### src/rtl/pin_port_pkg.sv
package pin_port_pkg;

  typedef enum logic [3:0] {
    A_MODE   = 4'd0,
    A_TYPE   = 4'd1,
    A_SPEED  = 4'd2,
    A_PULL   = 4'd3,
    A_IN     = 4'd4,
    A_OUT    = 4'd5,
    A_SETCLR = 4'd6,
    A_LOCK   = 4'd7,
    A_AFLO   = 4'd8,
    A_AFHI   = 4'd9
  } regAddr_e;

  typedef struct packed {
    logic wrMode;
    logic wrType;
    logic wrSpeed;
    logic wrPull;
    logic wrOut;
    logic wrSetClr;
    logic wrAfLo;
    logic wrAfHi;
  } strobe_t;

  typedef enum logic [2:0] {
    LK_IDLE,
    LK_KEY1,
    LK_KEY0,
    LK_KEY1B,
    LK_ACTIVE
  } lockState_e;

endpackage

### src/rtl/pin_port_ctl.sv
module pin_port_ctl
  import pin_port_pkg::*;
#(
  parameter int unsigned NPINS = 16
) (
  input  logic             clk,
  input  logic             rstN,
  input  logic [3:0]       busAddr,
  input  logic             busWe,
  input  logic             busRe,
  input  logic [NPINS:0]   lockWdata,
  output strobe_t          strb,
  output logic [NPINS-1:0] cfgMask,
  output logic [NPINS:0]   lockWord
);

  lockState_e       state, stateNext;
  logic [NPINS-1:0] maskReg;
  logic             lockHit, wrLock, rdLock, keyBit, sameMask, lockActive;

  assign lockHit  = (busAddr == A_LOCK);
  assign wrLock   = busWe && lockHit;
  assign rdLock   = busRe && !busWe && lockHit;
  assign keyBit   = lockWdata[NPINS];
  assign sameMask = (lockWdata[NPINS-1:0] == maskReg);

  // keyed sequence: key1, key0, key1, read, all with the same mask
  always_comb begin
    stateNext = state;
    unique case (state)
      LK_IDLE:   if (wrLock && keyBit) stateNext = LK_KEY1;
      LK_KEY1:   if (wrLock) stateNext = (!keyBit && sameMask) ? LK_KEY0 : LK_IDLE;
                 else if (rdLock) stateNext = LK_IDLE;
      LK_KEY0:   if (wrLock) stateNext = (keyBit && sameMask) ? LK_KEY1B : LK_IDLE;
                 else if (rdLock) stateNext = LK_IDLE;
      LK_KEY1B:  if (wrLock) stateNext = LK_IDLE;
                 else if (rdLock) stateNext = LK_ACTIVE;
      LK_ACTIVE: stateNext = LK_ACTIVE;
      default:   stateNext = LK_IDLE;
    endcase
  end

  always_ff @(posedge clk or negedge rstN) begin
    if (!rstN) begin
      state   <= LK_IDLE;
      maskReg <= '0;
    end else begin
      state <= stateNext;
      if (wrLock && state != LK_ACTIVE) maskReg <= lockWdata[NPINS-1:0];
    end
  end

  assign lockActive = (state == LK_ACTIVE);
  assign cfgMask    = lockActive ? ~maskReg : '1;
  assign lockWord   = {lockActive, maskReg};

  always_comb begin
    strb          = '0;
    strb.wrMode   = busWe && (busAddr == A_MODE);
    strb.wrType   = busWe && (busAddr == A_TYPE);
    strb.wrSpeed  = busWe && (busAddr == A_SPEED);
    strb.wrPull   = busWe && (busAddr == A_PULL);
    strb.wrOut    = busWe && (busAddr == A_OUT);
    strb.wrSetClr = busWe && (busAddr == A_SETCLR);
    strb.wrAfLo   = busWe && (busAddr == A_AFLO);
    strb.wrAfHi   = busWe && (busAddr == A_AFHI);
  end

  p_lock_sticky_r12: assert property (@(posedge clk) disable iff (!rstN)
    lockActive |=> lockActive);

  p_mask_frozen_r12: assert property (@(posedge clk) disable iff (!rstN)
    lockActive |=> $stable(maskReg));

  p_lock_needs_read_r9: assert property (@(posedge clk) disable iff (!rstN)
    $rose(lockActive) |-> ($past(rdLock) && $past(state) == LK_KEY1B));

endmodule

### src/rtl/pin_port_dp.sv
module pin_port_dp
  import pin_port_pkg::*;
#(
  parameter int unsigned NPINS = 16
) (
  input  logic               clk,
  input  logic               rstN,
  input  strobe_t            strb,
  input  logic [NPINS-1:0]   cfgMask,
  input  logic [NPINS:0]     lockWord,
  input  logic [3:0]         busAddr,
  input  logic [2*NPINS-1:0] busWdata,
  output logic [2*NPINS-1:0] busRdata,
  input  logic [NPINS-1:0]   padIn,
  input  logic [NPINS-1:0]   altOut,
  output logic [NPINS-1:0]   padOut,
  output logic [NPINS-1:0]   padOe,
  output logic [NPINS-1:0]   padOd,
  output logic [NPINS-1:0]   padPu,
  output logic [NPINS-1:0]   padPd,
  output logic [2*NPINS-1:0] padSpeed,
  output logic [4*NPINS-1:0] padAfSel
);

  localparam int unsigned DW   = 2 * NPINS;
  localparam int unsigned AFW  = 4 * NPINS;
  localparam int unsigned HALF = AFW / 2;

  logic [DW-1:0]    modeReg, speedReg, pullReg;
  logic [NPINS-1:0] typeReg, outReg, syncA, syncB;
  logic [AFW-1:0]   afReg;
  logic [DW-1:0]    m2;
  logic [AFW-1:0]   m4;

  for (genvar n = 0; n < NPINS; n++) begin : g_mask
    assign m2[2*n +: 2] = {2{cfgMask[n]}};
    assign m4[4*n +: 4] = {4{cfgMask[n]}};
  end

  always_ff @(posedge clk or negedge rstN) begin
    if (!rstN) begin
      modeReg  <= '0;
      typeReg  <= '0;
      speedReg <= '0;
      pullReg  <= '0;
      outReg   <= '0;
      afReg    <= '0;
      syncA    <= '0;
      syncB    <= '0;
    end else begin
      syncA <= padIn;
      syncB <= syncA;
      if (strb.wrMode)  modeReg  <= (modeReg & ~m2) | (busWdata & m2);
      if (strb.wrType)  typeReg  <= (typeReg & ~cfgMask) | (busWdata[NPINS-1:0] & cfgMask);
      if (strb.wrSpeed) speedReg <= (speedReg & ~m2) | (busWdata & m2);
      if (strb.wrPull)  pullReg  <= (pullReg & ~m2) | (busWdata & m2);
      if (strb.wrAfLo)
        afReg[HALF-1:0] <= (afReg[HALF-1:0] & ~m4[HALF-1:0]) | (busWdata & m4[HALF-1:0]);
      if (strb.wrAfHi)
        afReg[AFW-1:HALF] <= (afReg[AFW-1:HALF] & ~m4[AFW-1:HALF]) | (busWdata & m4[AFW-1:HALF]);
      if (strb.wrOut)
        outReg <= busWdata[NPINS-1:0];
      else if (strb.wrSetClr)
        outReg <= (outReg & ~busWdata[DW-1:NPINS]) | busWdata[NPINS-1:0];
    end
  end

  always_comb begin
    busRdata = '0;
    case (busAddr)
      A_MODE:  busRdata = modeReg;
      A_TYPE:  busRdata[NPINS-1:0] = typeReg;
      A_SPEED: busRdata = speedReg;
      A_PULL:  busRdata = pullReg;
      A_IN:    busRdata[NPINS-1:0] = syncB;
      A_OUT:   busRdata[NPINS-1:0] = outReg;
      A_LOCK:  busRdata[NPINS:0] = lockWord;
      A_AFLO:  busRdata = afReg[HALF-1:0];
      A_AFHI:  busRdata = afReg[AFW-1:HALF];
      default: busRdata = '0;
    endcase
  end

  for (genvar n = 0; n < NPINS; n++) begin : g_pad
    logic [1:0] md;
    logic       drives, val;
    assign md       = modeReg[2*n +: 2];
    assign drives   = (md == 2'b01) || (md == 2'b10);
    assign val      = (md == 2'b10) ? altOut[n] : outReg[n];
    assign padOut[n] = val;
    assign padOd[n]  = typeReg[n];
    assign padOe[n]  = drives && !(typeReg[n] && val);
    assign padPu[n]  = (pullReg[2*n +: 2] == 2'b01);
    assign padPd[n]  = (pullReg[2*n +: 2] == 2'b10);
  end

  assign padSpeed = speedReg;
  assign padAfSel = afReg;

  p_set_wins_r7: assert property (@(posedge clk) disable iff (!rstN)
    strb.wrSetClr |=> ((outReg & $past(busWdata[NPINS-1:0])) == $past(busWdata[NPINS-1:0])));

  p_clear_only_r7: assert property (@(posedge clk) disable iff (!rstN)
    strb.wrSetClr |=> ((outReg & $past(busWdata[DW-1:NPINS] & ~busWdata[NPINS-1:0])) == '0));

  p_locked_mode_r10: assert property (@(posedge clk) disable iff (!rstN)
    (lockWord[NPINS] && $past(lockWord[NPINS])) |-> (((modeReg ^ $past(modeReg)) & ~m2) == '0));

  p_locked_af_r10: assert property (@(posedge clk) disable iff (!rstN)
    (lockWord[NPINS] && $past(lockWord[NPINS])) |-> (((afReg ^ $past(afReg)) & ~m4) == '0));

endmodule

### src/rtl/pin_port.sv
module pin_port
  import pin_port_pkg::*;
#(
  parameter int unsigned NPINS = 16
) (
  input  logic                 clk,
  input  logic                 rstN,
  input  logic [3:0]           busAddr,
  input  logic                 busWe,
  input  logic                 busRe,
  input  logic [2*NPINS-1:0]   busWdata,
  output logic [2*NPINS-1:0]   busRdata,
  input  logic [NPINS-1:0]     padIn,
  input  logic [NPINS-1:0]     altOut,
  output logic [NPINS-1:0]     padOut,
  output logic [NPINS-1:0]     padOe,
  output logic [NPINS-1:0]     padOd,
  output logic [NPINS-1:0]     padPu,
  output logic [NPINS-1:0]     padPd,
  output logic [2*NPINS-1:0]   padSpeed,
  output logic [4*NPINS-1:0]   padAfSel
);

  strobe_t          strb;
  logic [NPINS-1:0] cfgMask;
  logic [NPINS:0]   lockWord;

  pin_port_ctl #(.NPINS(NPINS)) i_ctl (
    .clk       (clk),
    .rstN      (rstN),
    .busAddr   (busAddr),
    .busWe     (busWe),
    .busRe     (busRe),
    .lockWdata (busWdata[NPINS:0]),
    .strb      (strb),
    .cfgMask   (cfgMask),
    .lockWord  (lockWord)
  );

  pin_port_dp #(.NPINS(NPINS)) i_dp (
    .clk      (clk),
    .rstN     (rstN),
    .strb     (strb),
    .cfgMask  (cfgMask),
    .lockWord (lockWord),
    .busAddr  (busAddr),
    .busWdata (busWdata),
    .busRdata (busRdata),
    .padIn    (padIn),
    .altOut   (altOut),
    .padOut   (padOut),
    .padOe    (padOe),
    .padOd    (padOd),
    .padPu    (padPu),
    .padPd    (padPd),
    .padSpeed (padSpeed),
    .padAfSel (padAfSel)
  );

endmodule

### config.mk
export PLATFORM = sky130hd
export DESIGN_NAME = pin_port
export DESIGN_NICKNAME = d
export VERILOG_FILES = /design/src/rtl/pin_port_pkg.sv /design/src/rtl/pin_port_ctl.sv /design/src/rtl/pin_port_dp.sv /design/src/rtl/pin_port.sv
export SDC_FILE = /design/constraint.sdc
export NUM_CORES = 1
export LEC_CHECK = 0
export ABC_AREA = 0
export ABC_CLOCK_PERIOD_IN_PS = 4040
export BUFFER_PORTS_ARGS = -buffer_cell sky130_fd_sc_hd__buf_2
export CAP_MARGIN = 25
export CORE_MARGIN = 4
export CORE_UTILIZATION = 39
export CTS_BUF_LIST = sky130_fd_sc_hd__clkbuf_16
export CTS_CLUSTER_DIAMETER = 200
export CTS_CLUSTER_SIZE = 25
export DETAILED_ROUTE_END_ITERATION = 6
export REMOVE_ABC_BUFFERS = 1
export SLEW_MARGIN = 5
export SYNTH_ARGS = -nofsm -noshare
export SYNTH_HDL_FRONTEND = slang
export SYNTH_HIERARCHICAL = 1
export SYNTH_SLANG_ARGS = --single-unit
export TNS_END_PERCENT = 30
### constraint.sdc
create_clock -name clk -period 4.04 [get_ports clk]
set_clock_uncertainty 0.1 [all_clocks]
set_input_delay 0.404 -clock clk [delete_from_list [all_inputs] [get_ports clk]]
set_output_delay 0.404 -clock clk [all_outputs]
set_load 0.03 [all_outputs]
# Word-level counts from Yosys, hierarchy flattened
# Cells that the tools add are included.
# word_totals
in_bits	72
ff_bits	243
output_inout_bits	208
elab_cells	232
# op_classes
reduce_logical	85
n_eq_ne	81
mux	31
bitwise_logic	24
# ops
operator	count
AND 32 bit	8
bitwise OR 32 bit	5
one-hot mux 16 bit (9 select lines)	1
NOT 32 bit	3
one-hot mux 15 bit (5 select lines)	1
equality test 2 x 1 -> 1 bit, second input constant	32
equality test 2 bit, second input constant	32
AND 16 bit	3
two-way mux 16 bit	3
NOT 16 bit	3
logical AND 1 bit	47
bitwise OR 16 bit	2
zero test 1 bit	18
two-way mux 3 bit	6
equality test 16 bit	1
equality test 4 x 3 -> 1 bit, second input constant	4
logical OR 1 bit	16
two-way mux 1 bit	16
one-hot mux 3 bit (5 select lines)	1
equality test 4 x 2 -> 1 bit, second input constant	2
equality test 4 bit, second input constant	2
equality test 3 x 2 -> 1 bit, second input constant	2
one-hot mux 1 bit (6 select lines)	1
equality test 4 x 1 -> 1 bit, second input constant	1
other kinds (10)	11

# Longest topological paths before layout
# logic_depth
word_depth	6
ltp_mapped	7
depth_no_buf	6

# Cells and area by module
# Netlist, hierarchy kept.
# by_module_without_submodules
module	seq_area_each_um2	cells_each	instances	area_per_inst_um2
pin_port_dp	5605.4	917	1	11223.3
pin_port_ctl	475.5	114	1	1193.6

# Least setup slack after synthesis
# No wires, ideal clock.
# synth_timing
kind	register to output
startpoint	register i_ctl.state[1]
endpoint	output busRdata[16]
required_ns	3.536
t_arrival_ns	2.013
path_buffers	3
setup_slack_ns	1.523
stages_incl_launch_ff	8
cell_sequence	dfrtp_1 buf_6 nor3_4 clkbuf_1 buf_4 nand4_1 o31a_1 o221ai_1
# synth_between
elab_chain_len	2
# synth_lines
item	line_no	source
start: declaration	pin_port_ctl.sv:17	lockState_e state, stateNext;
start signal: assignment	pin_port_ctl.sv:48	state <= stateNext;
equality test 3 bit	pin_port_ctl.sv:53	assign lockActive = (state == LK_ACTIVE);
via i_ctl.lockActive	pin_port_ctl.sv:19	logic lockHit, wrLock, rdLock, keyBit, sameMask, lockActive;
one-hot mux 1 bit (6 select lines)	pin_port_dp.sv:70	case (busAddr)
end: declaration	pin_port.sv:12	output logic [2*NPINS-1:0] busRdata,
# The timed path passes the listed nets, and every way through them passes these cells.

# Worst setup path after layout
# layout_timing
startpoint	register i_ctl.state[1]
endpoint	output busRdata[16]
# layout_between
elab_chain_len	2
# layout_lines
item	line_no	source
equality test 3 bit	pin_port_ctl.sv:53	
via lockWord[16]	pin_port.sv:26	logic [NPINS:0] lockWord;
one-hot mux 1 bit (6 select lines)	pin_port_dp.sv:70	
# The timed path passes the listed nets, and every way through them passes these cells.

==> metrics.md <==
| Metric | Value |
|---|---|
| Status | `completed` |
| Residual DRC | `0` |
| CP Cell Sequence | `nor3_4 > nand4_1 > o31a_1 > o221ai_1 > buf_2` |
| Die ar. | `34800 sq um` |
| Ports | `280` |
| Power per Cell Area | `approximately 530 nW/um^2` |
| Setup CP Type | `flip-flop to output pin` |
| First-pass GRT wire length | `63.0 mm` |
| RSZ-0062 raised after global routing | `no` |
| Synthesis Warnings | `6` |
| Cell Area, Placed | `14100 sq um` |
| Top post-synthesis cells by count | `243 x dfrtp_1, 222 x mux2_2, 136 x nand2_1` |
| H-tree levels | `1` |
| Synth async-reset ratio | `100%` |
| Number of routed nets with antenna violations | `0` |
| Least-Margin Pin Slew | `0.998 ns` |
| # fillers | `2986` |
| Core ar. | `31500 sq um` |
| Synthesized area per cell | `12.0 sq um` |
| Final period util | `76.2%` |
| Most frequent cell after synthesis | `dfrtp_1` |
| Worst vdd ir | `~0.00029 V` |
| Critical path arrival | `2.57 ns` |
| Clock power share | `between 10% and 20%` |
| Critical path endpoint category | `output pin` |
| Synthesized area | `around 12000 sq um` |
| Worst skew pair latency | `0.48 ns` |
| CTS root buffer | `clkbuf_16` |
| Leakage | `6.68 nW` |
| Sw Pwr | `3.15 mW` |
| Worst R2R Path Depth | `4` |
| CP peak stage delay | `0.86 ns` |
| Crit path max-delay family | `simple AND/OR/NAND/NOR gates` |
| Hold path depth | `2` |
| Flops & latches, synth | `243` |
| Final wirelength | `41.7 mm` |
| Max Buffers Root-to-Sink | `3` |
| Die height | `about 190 um` |
| Vias in the first global route | `9757` |
| Slew headroom | `about a third` |
| Synth top area cells | `dfrtp_1 49%, mux2_2 20%, nand2_1 4.1%` |
| PortBufs | `279` |
| Number of flops mapped to enable cells by yosys | `0` |
| Nets | `1387` |
| Worst-path clk slew | `around 0.10 ns` |
| Average wire per standard cell | `24.5 um` |
| Sequential power share | `44.5%` |
| GRT Util Overall | `between 20% and 30%` |
| Worst Setup Start Kind | `flip-flop` |
| Syn Inst Count | `slightly above 1000` |
| HP Class | `input pin to flip-flop` |
| Final-report setup violation count | `0` |
| Fmax | `around 320 MHz` |
| Max Slew Vio Count | `0` |
| DRT Pass-1 Iters | `5` |
| Endpoints failing hold | `0` |
| Row count | `65` |
| Buffer count from post-CTS setup fixing | `0` |
| Grt total ovfl | `0` |
| Die W | `186 um` |
| Total power | `7.77 mW` |
| DP Wirelength | `30.5 mm` |
| Drt initial violations | `737` |
| Yosys cell types | `51` |
| Share of cells above drive strength 1 | `45.0%` |
| Maximum net fanout on the critical path | `19` |
| Via count | `9548` |
| GP Congestion | `0.849` |
| TritonCTS clock tree | `yes` |
| Setup TNS | `0 ns` |
| Register area share after synthesis | `49.0%` |
| Switch share | `40.5%` |
| DR vias/cell | `5.61` |
| P&R area growth vs syn | `17.7%` |
| Slowest-stage cell, CP | `nor3_4` |
| Synth top area share | `roughly half` |
| Most used DFF post-synth | `dfrtp_1` |
| Internal Pwr Total | `4.62 mW` |
| Initial antenna violation count | `2` |
| Starting Density | `39.5%` |
| Cell depth of the worst setup path | `5` |
| Fin crit period | `between 3 and 4 ns` |
| Worst Path Buf+Inv | `1` |
| Logic pwr share | `a little under two fifths` |
| Clock sink count | `243` |
| Largest net degree at the start of global routing | `120` |
| Fin area | `14600 sq um` |
| CTS Buf Count | `13` |
| Max Cap Violations | `0` |
| WP data required | `3.54 ns` |
| Yosys top cell by area | `dfrtp_1` |
[power by group through the flow]
| stage | clock network, mW | logic (mW) | registers [mW] |
|---|---|---|---|
| after floorplan | 0 | 1.49 | 3.83 |
| after global placement | 0 | 2.90 | 3.49 |
| final | 1.39 | 2.93 | 3.46 |
| after CTS | 1.43 | 2.95 | 3.45 |
| after detailed placement | 0 | 2.92 | 3.50 |
| after global routing | 1.51 | 3.12 | 3.53 |
[logic make-up (layout without fill, tap and decap cells)]
kind of cell | after synthesis | in the layout | share of synthesized area, %
simple gates | 266 | 266 | 11.5
mux | 253 | 253 | 23.5
flops | 243 | 243 | 49.0
compound gates | 146 | 146 | 8.88
buf+inv | 91 | 358 | 4.42
fa+ha+maj | 16 | 16 | 1.61
xor+xnor | 16 | 16 | 1.13
other cells | 0 | 2 | 0
[layout make-up]
| type | count | area [sq um] | area share, % |
|---|---|---|---|
| tap | 402 | 503 | 3.44 |
| sequential | 243 | 6080 | 41.6 |
| clock inverter | 1 | 8.76 | 0.0599 |
| multi-input combinational | 697 | 5820 | 39.8 |
| inverter | 21 | 78.8 | 0.539 |
| timing repair buffer | 323 | 1790 | 12.3 |
| antenna | 2 | 5.00 | 0.0343 |
| clock buffer | 13 | 325 | 2.23 |
[worst register-to-register path: stages, from the launching register on]
cell and delay [ns]:
dfrtp_1 0.49, nor3_4 0.86, nand2_1 0.48, nand2_1 0.34, mux2_2 0.36
[routing by layer]
metal / wire length (um) / GRT usage [%]
met1: 19100 / 33.4
met2: 19200 / 37.0
met3: 2490 / 3.63
met4: 925 / 5.29
met5: 0 / 0
[what timing repair did]
action / in CTS / in global routing
resized for setup: 0 / 0
hold buffers: 17 / 0
endpoints found under the hold margin: 120 / 0
[metrics by stage]
step                setup slack (ns)  hold WS [ns]  instances  utilization (%)
floorplan                       1.32       0.00841        961                -
global placement                1.06         0.233       1669             44.8
detailed placement              1.06         0.235       1669             44.8
CTS                            0.923         0.128       1700             46.4
global route                   0.844         0.136       1702             46.4
finish                         0.962         0.142       1702             46.4
[layout by cell type, fill, tap and decap left out, types with 3 or more instances in the layout]
master	n
ha_1	16
or2_1	3
a22oi_2	3
nor3b_2	6
a22oi_1	41
buf_4	26
dlygate4sd3_1	17
o211ai_1	20
xor2_1	16
a21oi_1	20
and3_1	14
and2_1	6
o21ai_0	12
and3b_1	3
a32o_1	16
nand3_1	8
buf_2	278
a32oi_1	16
a21o_1	3
nor4_1	5
nor3_4	3
nand4_1	8
mux2_1	11
nor2b_1	37
nand2_1	136
mux2_2	222
mux2_4	19
nor3b_1	13
dfrtp_1	243
nor2_1	7
clkbuf_16	13
o21ai_1	4
inv_1	21
or3b_1	3
[path summary, 6_finish.rpt]
check	slack (ns)	from	endpoint
max in group asynchronous	2.28	rstN	i_ctl/maskReg[1]
min reg2reg	0.26	i_dp/syncA[3]	i_dp/syncB[3]
min	0.14	busWdata[30]	flip-flop
min in group asynchronous	0.47	rstN	i_dp/syncA[5]
max reg2reg	1.30	i_ctl/state[1]	flip-flop
max	0.96	i_ctl/state[1]	busRdata[16]
(Power assumes the default switching activity.)
